File: config.mk
export PLATFORM = sky130hd
export DESIGN_NAME = hdx_xlate
export DESIGN_NICKNAME = d
export VERILOG_FILES = /design/src/rtl/hdx_pkg.sv /design/src/rtl/hdx_regs.sv /design/src/rtl/hdx_step.sv /design/src/rtl/hdx_walk.sv /design/src/rtl/hdx_xlate.sv
export SDC_FILE = /design/constraint.sdc
export NUM_CORES = 2
export LEC_CHECK = 0
export ABC_AREA = 0
export CAP_MARGIN = 15
export CORE_MARGIN = 2
export CORE_UTILIZATION = 40
export CTS_CLUSTER_SIZE = 25
export DETAILED_ROUTE_END_ITERATION = 10
export PLACE_DENSITY = 0.58
export SYNTH_ARGS = -nofsm -noshare
export SYNTH_HDL_FRONTEND = slang
export SYNTH_HIERARCHICAL = 1
export SYNTH_SLANG_ARGS = --single-unit
File: constraint.sdc
create_clock -name clk -period 9.1 [get_ports clk]
set_input_delay 0.91 -clock clk [delete_from_list [all_inputs] [get_ports clk]]
set_output_delay 0.91 -clock clk [all_outputs]
set_load 0.01 [all_outputs]
File: src/rtl/hdx_pkg.sv
package hdx_pkg;

    localparam int REG_W     = 32;
    localparam int ADDR_W    = 2 * REG_W;
    localparam int CODE_W    = 4;
    localparam int COMMIT_B  = 8;
    localparam int MIN_SHIFT = 8;
    localparam int MAX_WAYS  = 3;

    typedef enum logic [2:0] {
        SEL_BASE_LO = 3'd0,
        SEL_BASE_HI = 3'd1,
        SEL_SIZE_LO = 3'd2,
        SEL_SIZE_HI = 3'd3,
        SEL_SKIP_LO = 3'd4,
        SEL_SKIP_HI = 3'd5,
        SEL_CTRL    = 3'd6,
        SEL_NONE    = 3'd7
    } wr_sel_e;

    typedef struct packed {
        logic [ADDR_W-1:0] base;
        logic [ADDR_W-1:0] size;
        logic [ADDR_W-1:0] skip;
        logic [CODE_W-1:0] gran;
        logic [CODE_W-1:0] ways;
    } dec_cfg_t;

    typedef enum logic [1:0] {
        ST_IDLE = 2'd0,
        ST_WALK = 2'd1,
        ST_DONE = 2'd2
    } walk_st_e;

endpackage

File: src/rtl/hdx_regs.sv
module hdx_regs
    import hdx_pkg::*;
#(
    parameter int NUM_DEC  = 4,
    parameter int KEEP_LSB = 28,
    parameter int IDX_W    = 2
) (
    input  logic                 clk,
    input  logic                 rst_n,
    input  logic                 wr_en,
    input  logic [IDX_W-1:0]     wr_idx,
    input  logic [2:0]           wr_sel,
    input  logic [REG_W-1:0]     wr_data,
    output dec_cfg_t             cfg_o [NUM_DEC],
    output logic [NUM_DEC-1:0]   committed_o
);

    localparam int KEPT_W = ADDR_W - KEEP_LSB;

    for (genvar d = 0; d < NUM_DEC; d++) begin : g_dec
        logic [KEPT_W-1:0] base_q;
        logic [KEPT_W-1:0] size_q;
        logic [KEPT_W-1:0] skip_q;
        logic [CODE_W-1:0] gran_q;
        logic [CODE_W-1:0] ways_q;
        logic              commit_q;
        logic              sel_me;

        assign sel_me = wr_en && (wr_idx == IDX_W'(d));

        always_ff @(posedge clk or negedge rst_n) begin
            if (!rst_n) begin
                base_q   <= '0;
                size_q   <= '0;
                skip_q   <= '0;
                gran_q   <= '0;
                ways_q   <= '0;
                commit_q <= 1'b0;
            end else if (sel_me) begin
                unique case (wr_sel_e'(wr_sel))
                    SEL_BASE_LO: base_q[REG_W-KEEP_LSB-1:0] <= wr_data[REG_W-1:KEEP_LSB];
                    SEL_BASE_HI: base_q[KEPT_W-1:REG_W-KEEP_LSB] <= wr_data;
                    SEL_SIZE_LO: size_q[REG_W-KEEP_LSB-1:0] <= wr_data[REG_W-1:KEEP_LSB];
                    SEL_SIZE_HI: size_q[KEPT_W-1:REG_W-KEEP_LSB] <= wr_data;
                    SEL_SKIP_LO: skip_q[REG_W-KEEP_LSB-1:0] <= wr_data[REG_W-1:KEEP_LSB];
                    SEL_SKIP_HI: skip_q[KEPT_W-1:REG_W-KEEP_LSB] <= wr_data;
                    SEL_CTRL: begin
                        gran_q   <= wr_data[CODE_W-1:0];
                        ways_q   <= wr_data[2*CODE_W-1:CODE_W];
                        commit_q <= wr_data[COMMIT_B];
                    end
                    default: ;
                endcase
            end
        end

        assign cfg_o[d].base = {base_q, {KEEP_LSB{1'b0}}};
        assign cfg_o[d].size = {size_q, {KEEP_LSB{1'b0}}};
        assign cfg_o[d].skip = {skip_q, {KEEP_LSB{1'b0}}};
        assign cfg_o[d].gran = gran_q;
        assign cfg_o[d].ways = ways_q;
        assign committed_o[d] = commit_q;
    end

endmodule

File: src/rtl/hdx_step.sv
module hdx_step
    import hdx_pkg::*;
(
    input  dec_cfg_t          cfg_i,
    input  logic              commit_i,
    input  logic [ADDR_W-1:0] addr_i,
    input  logic [ADDR_W-1:0] run_base_i,
    output logic              fault_o,
    output logic              match_o,
    output logic [ADDR_W-1:0] next_base_o,
    output logic [ADDR_W-1:0] dpa_o
);

    localparam int SH_W = 7;

    logic [ADDR_W-1:0] acc;
    logic [ADDR_W-1:0] off;
    logic [ADDR_W-1:0] lo_mask;
    logic [ADDR_W-1:0] squeezed;
    logic [SH_W-1:0]   sh_lo;
    logic [SH_W-1:0]   sh_hi;
    logic [1:0]        way_sh;
    logic              bad_ways;
    logic              in_range;

    always_comb begin
        acc      = run_base_i + cfg_i.skip;
        off      = addr_i - cfg_i.base;
        bad_ways = cfg_i.ways > CODE_W'(MAX_WAYS);
        way_sh   = cfg_i.ways[1:0];
        in_range = (addr_i >= cfg_i.base) && (off < cfg_i.size);
        fault_o  = !commit_i || bad_ways;
        match_o  = !fault_o && in_range;

        sh_lo    = SH_W'(MIN_SHIFT) + SH_W'(cfg_i.gran);
        sh_hi    = sh_lo + SH_W'(way_sh);
        lo_mask  = ~({ADDR_W{1'b1}} << sh_lo);
        squeezed = (off & lo_mask) | ((off >> sh_hi) << sh_lo);

        dpa_o       = acc + squeezed;
        next_base_o = acc + (cfg_i.size >> way_sh);
    end

endmodule

File: src/rtl/hdx_walk.sv
module hdx_walk
    import hdx_pkg::*;
#(
    parameter int NUM_DEC = 4,
    parameter int IDX_W   = 2
) (
    input  logic              clk,
    input  logic              rst_n,
    input  logic              req_valid,
    input  logic [ADDR_W-1:0] req_addr,
    input  dec_cfg_t          cfg_i [NUM_DEC],
    input  logic [NUM_DEC-1:0] committed_i,
    output logic              done_o,
    output logic              hit_o,
    output logic [ADDR_W-1:0] dpa_o,
    output logic              busy_o
);

    localparam logic [IDX_W-1:0] LAST_IDX = IDX_W'(NUM_DEC - 1);

    walk_st_e          st_q, st_d;
    logic [ADDR_W-1:0] addr_q;
    logic [ADDR_W-1:0] base_q;
    logic [IDX_W-1:0]  idx_q;
    logic              res_hit_q;
    logic [ADDR_W-1:0] res_dpa_q;

    logic              step_fault;
    logic              step_match;
    logic [ADDR_W-1:0] step_next;
    logic [ADDR_W-1:0] step_dpa;
    logic              at_last;

    hdx_step u_step (
        .cfg_i       (cfg_i[idx_q]),
        .commit_i    (committed_i[idx_q]),
        .addr_i      (addr_q),
        .run_base_i  (base_q),
        .fault_o     (step_fault),
        .match_o     (step_match),
        .next_base_o (step_next),
        .dpa_o       (step_dpa)
    );

    assign at_last = (idx_q == LAST_IDX);

    // state register
    always_ff @(posedge clk or negedge rst_n) begin
        if (!rst_n) st_q <= ST_IDLE;
        else        st_q <= st_d;
    end

    // transitions: accept, advance, finish, release
    always_comb begin
        st_d = st_q;
        unique case (st_q)
            ST_IDLE: if (req_valid) st_d = ST_WALK;
            ST_WALK: if (step_fault || step_match || at_last) st_d = ST_DONE;
            ST_DONE: st_d = ST_IDLE;
            default: st_d = ST_IDLE;
        endcase
    end

    // walk datapath
    always_ff @(posedge clk or negedge rst_n) begin
        if (!rst_n) begin
            addr_q    <= '0;
            base_q    <= '0;
            idx_q     <= '0;
            res_hit_q <= 1'b0;
            res_dpa_q <= '0;
        end else begin
            unique case (st_q)
                ST_IDLE: begin
                    if (req_valid) begin
                        addr_q    <= req_addr;
                        base_q    <= '0;
                        idx_q     <= '0;
                        res_hit_q <= 1'b0;
                        res_dpa_q <= '0;
                    end
                end
                ST_WALK: begin
                    if (step_fault) begin
                        res_hit_q <= 1'b0;
                    end else if (step_match) begin
                        res_hit_q <= 1'b1;
                        res_dpa_q <= step_dpa;
                    end else begin
                        base_q <= step_next;
                        if (!at_last) idx_q <= idx_q + 1'b1;
                    end
                end
                default: ;
            endcase
        end
    end

    // outputs
    always_comb begin
        done_o = (st_q == ST_DONE);
        hit_o  = done_o && res_hit_q;
        dpa_o  = done_o ? res_dpa_q : '0;
        busy_o = (st_q != ST_IDLE);
    end

endmodule

File: src/rtl/hdx_xlate.sv
module hdx_xlate
    import hdx_pkg::*;
#(
    parameter int NUM_DEC  = 4,
    parameter int KEEP_LSB = 28,
    localparam int IDX_W   = (NUM_DEC > 1) ? $clog2(NUM_DEC) : 1
) (
    input  logic              clk,
    input  logic              rst_n,
    input  logic              wr_en,
    input  logic [IDX_W-1:0]  wr_idx,
    input  logic [2:0]        wr_sel,
    input  logic [31:0]       wr_data,
    input  logic              req_valid,
    input  logic [63:0]       req_addr,
    output logic              done,
    output logic              hit,
    output logic [63:0]       dpa
);

    dec_cfg_t           dec_cfg [NUM_DEC];
    logic [NUM_DEC-1:0] dec_committed;
    logic               walk_busy;

    hdx_regs #(
        .NUM_DEC  (NUM_DEC),
        .KEEP_LSB (KEEP_LSB),
        .IDX_W    (IDX_W)
    ) u_regs (
        .clk         (clk),
        .rst_n       (rst_n),
        .wr_en       (wr_en),
        .wr_idx      (wr_idx),
        .wr_sel      (wr_sel),
        .wr_data     (wr_data),
        .cfg_o       (dec_cfg),
        .committed_o (dec_committed)
    );

    hdx_walk #(
        .NUM_DEC (NUM_DEC),
        .IDX_W   (IDX_W)
    ) u_walk (
        .clk         (clk),
        .rst_n       (rst_n),
        .req_valid   (req_valid),
        .req_addr    (req_addr),
        .cfg_i       (dec_cfg),
        .committed_i (dec_committed),
        .done_o      (done),
        .hit_o       (hit),
        .dpa_o       (dpa),
        .busy_o      (walk_busy)
    );

endmodule

==> impl_metrics.json <==
{
  "status": "completed",
  "viasPerCell": 5.884,
  "cts_tree": "done",
  "wl_per_cell_um": 23.92,
  "grt_max_degree": 186,
  "crit_family": "compound AO/OA/AOI/OAI gates",
  "antenna_left": 0,
  "slowest_delay_ns": 0.52,
  "critical-path-slowest-cell": "mux4_2",
  "drt-total-wl_um": 190300,
  "syn_area_um2": 57780,
  "worstPathRequired_ns": 9.70,
  "clockBufferDepth": 3,
  "maxSlewViolCount": 0,
  "start_util_pct": 40.27,
  "grt.total_usage_pct": 25.38,
  "hold_class": "in -> async",
  "cts_sinks": 665,
  "overflow": 0,
  "maxCapViolCount": 0,
  "drt_iter0_drc": 4223,
  "gp_congestion": 0.9876,
  "syn_inst": 5663,
  "cts_hold_buf": 0,
  "top_level_ports": 171,
  "insertion_delay_ns": 0.71,
  "clk_pin_slew_ns": 0.06,
  "post-place-ws_ns": 0.03792,
  "drc": 0,
  "finalCriticalPeriod_ns": 8.772,
  "cpMostUsedCell": "buf_4",
  "slew_headroom_pct": 19.74,
  "hpwl_um": 145800,
  "drt-pass1-iter-count": 9,
  "cts_root_buf": "clkbuf_16",
  "hold_viol_final": 0,
  "fp.dieW_um": 384.1,
  "period_share_pct": 96.40,
  "syn_area_per_cell_um2": 10.20,
  "setup_viol": 0,
  "dieArea_um2": 147500,
  "cts_buffers": 78,
  "worst_slack_ns": 0.3280,
  "grt_antenna_before_repair": 2,
  "row_count": 139,
  "area_delta_synth_final_pct": 13.16,
  "worstSetupPathType": "reg -> reg",
  "max_freq_mhz": 114.0,
  "htree_num_levels": 3,
  "worst-path-buf-inv": 7,
  "fin_skew_ns": 0.04597,
  "port_buffers": 170,
  "design.core.area_um2": 143500,
  "layout.nets": 6426,
  "drive_gt1_share_pct": 23.64,
  "critPathLaunchType": "register",
  "grt_pass1_vias": 45755,
  "grt_pass1_wl_um": 287000,
  "synth_warnings": 6,
  "arrival_ns": 9.37,
  "end_kind": "register",
  "worstMarginPinSlew_ns": 1.200,
  "cp_max_fo": 13,
  "via_count": 46822,
  "die_y_um": 384.1
}
routing by layer:
layer / vias to the layer above / GRT usage [%] / share of wire [%]
met5: - / 0 / 0
met4: 0 / 8.998 / 3.6
met3: 315 / 3.220 / 5.6
met2: 1518 / 41.62 / 47
met1: 23623 / 34.41 / 44
li1: 21366 / - / -
flip-flops by register name, indices dropped and copies added (netlist names):
signal	count
u_regs/g_dec.base_q	144
u_regs/g_dec.size_q	144
u_regs/g_dec.skip_q	144
u_walk/addr_q	64
u_walk/base_q	64
u_walk/res_dpa_q	64
u_regs/g_dec.gran_q	16
u_regs/g_dec.ways_q	16
u_regs/g_dec.commit_q	4
u_walk/idx_q	2
u_walk/st_q	2
u_walk/res_hit_q	1
worst register-to-register path: cells and delay by family (launching register included):
kind | cells | cell delay, ns
multiplexers | 4 | 1.05
adder cells (fa/ha/maj) | 2 | 0.40
buffers and inverters | 7 | 1.00
flip-flops | 1 | 0.50
AND/OR/NAND/NOR | 7 | 1.39
XOR/XNOR | 1 | 0.32
AO/OA/AOI/OAI | 17 | 4.02
layout make-up:
cell class	instances	area [um^2]
antenna	1	2.502
clock buffer	106	2258
clock inverter	31	467.9
fill	13604	78090
inverter	214	807.0
multi-input combinational	4441	37670
sequential	665	16650
tap	1903	2381
timing repair buffer	597	5149
through the flow:
| stage | hold WS (ns) | std cells | TNS, ns | util (%) | instance area [um^2] |
|---|---|---|---|---|---|
| 4_1_cts | 0.2245 | 7946 | 0 | 45.31 | 65010 |
| 6_report | 0.2124 | 7958 | 0 | 45.57 | 65390 |
| 2_1_floorplan | 0.4524 | 5998 | 0 | - | 59040 |
| 3_5_place_dp | 0.4700 | 7809 | 0 | 43.41 | 62290 |
| 3_3_place_gp | 0.4627 | 7809 | 0 | 43.41 | 62290 |
| 5_1_grt | 0.2878 | 7957 | -0.02032 | 45.57 | 65380 |
what timing repair did:
| action | 4_1_cts | 5_1_grt |
|---|---|---|
| endpoints found under the setup margin | 0 | 13 |
| resized for setup | 0 | 47 |
| buffers inserted | 0 | 5 |
worst paths after layout:
kind,startpoint,endpoint,slack [ns],cells past startpoint
setup reg to reg,u_walk/idx_q[0],u_walk/res_dpa_q[63],0.33,38
min in group clk,u_regs/g_dec[2].skip_q[15],u_regs/g_dec[2].skip_q[15],0.48,1
hold / removal,rst_n,u_regs/g_dec[2].skip_q[17],0.21,1
hold reg to reg,u_regs/g_dec[2].skip_q[15],u_regs/g_dec[2].skip_q[15],0.48,1
setup / recovery,u_walk/idx_q[0],u_walk/res_dpa_q[63],0.33,38
max in group asynchronous,rst_n,u_walk/addr_q[5],6.66,3
layout by cell type (no fill, tap or decap), types with 42 or more instances in the layout:
master and n:
o21a_1 56, mux2_2 442, o211ai_1 55, nor2b_1 42, a211oi_1 54, mux2i_1 109
nor3_1 80, clkbuf_16 81, a22o_1 138, ha_1 315, xnor2_1 125, and2_1 101
a31oi_1 44, nand2_1 281, dfrtp_1 663, o21ai_0 194, nand3_1 81, nand4_1 56
buf_4 409, nor2_1 277, mux2_1 131, a21oi_1 309, clkdlybuf4s50_1 169, and3_1 48
a21o_1 160, mux4_2 297, conb_1 336, xor2_1 73, nand2b_1 55, inv_1 205
Power is not shown: default switching activity piles up to over one toggle a cycle in this logic, so the estimate is an artifact.
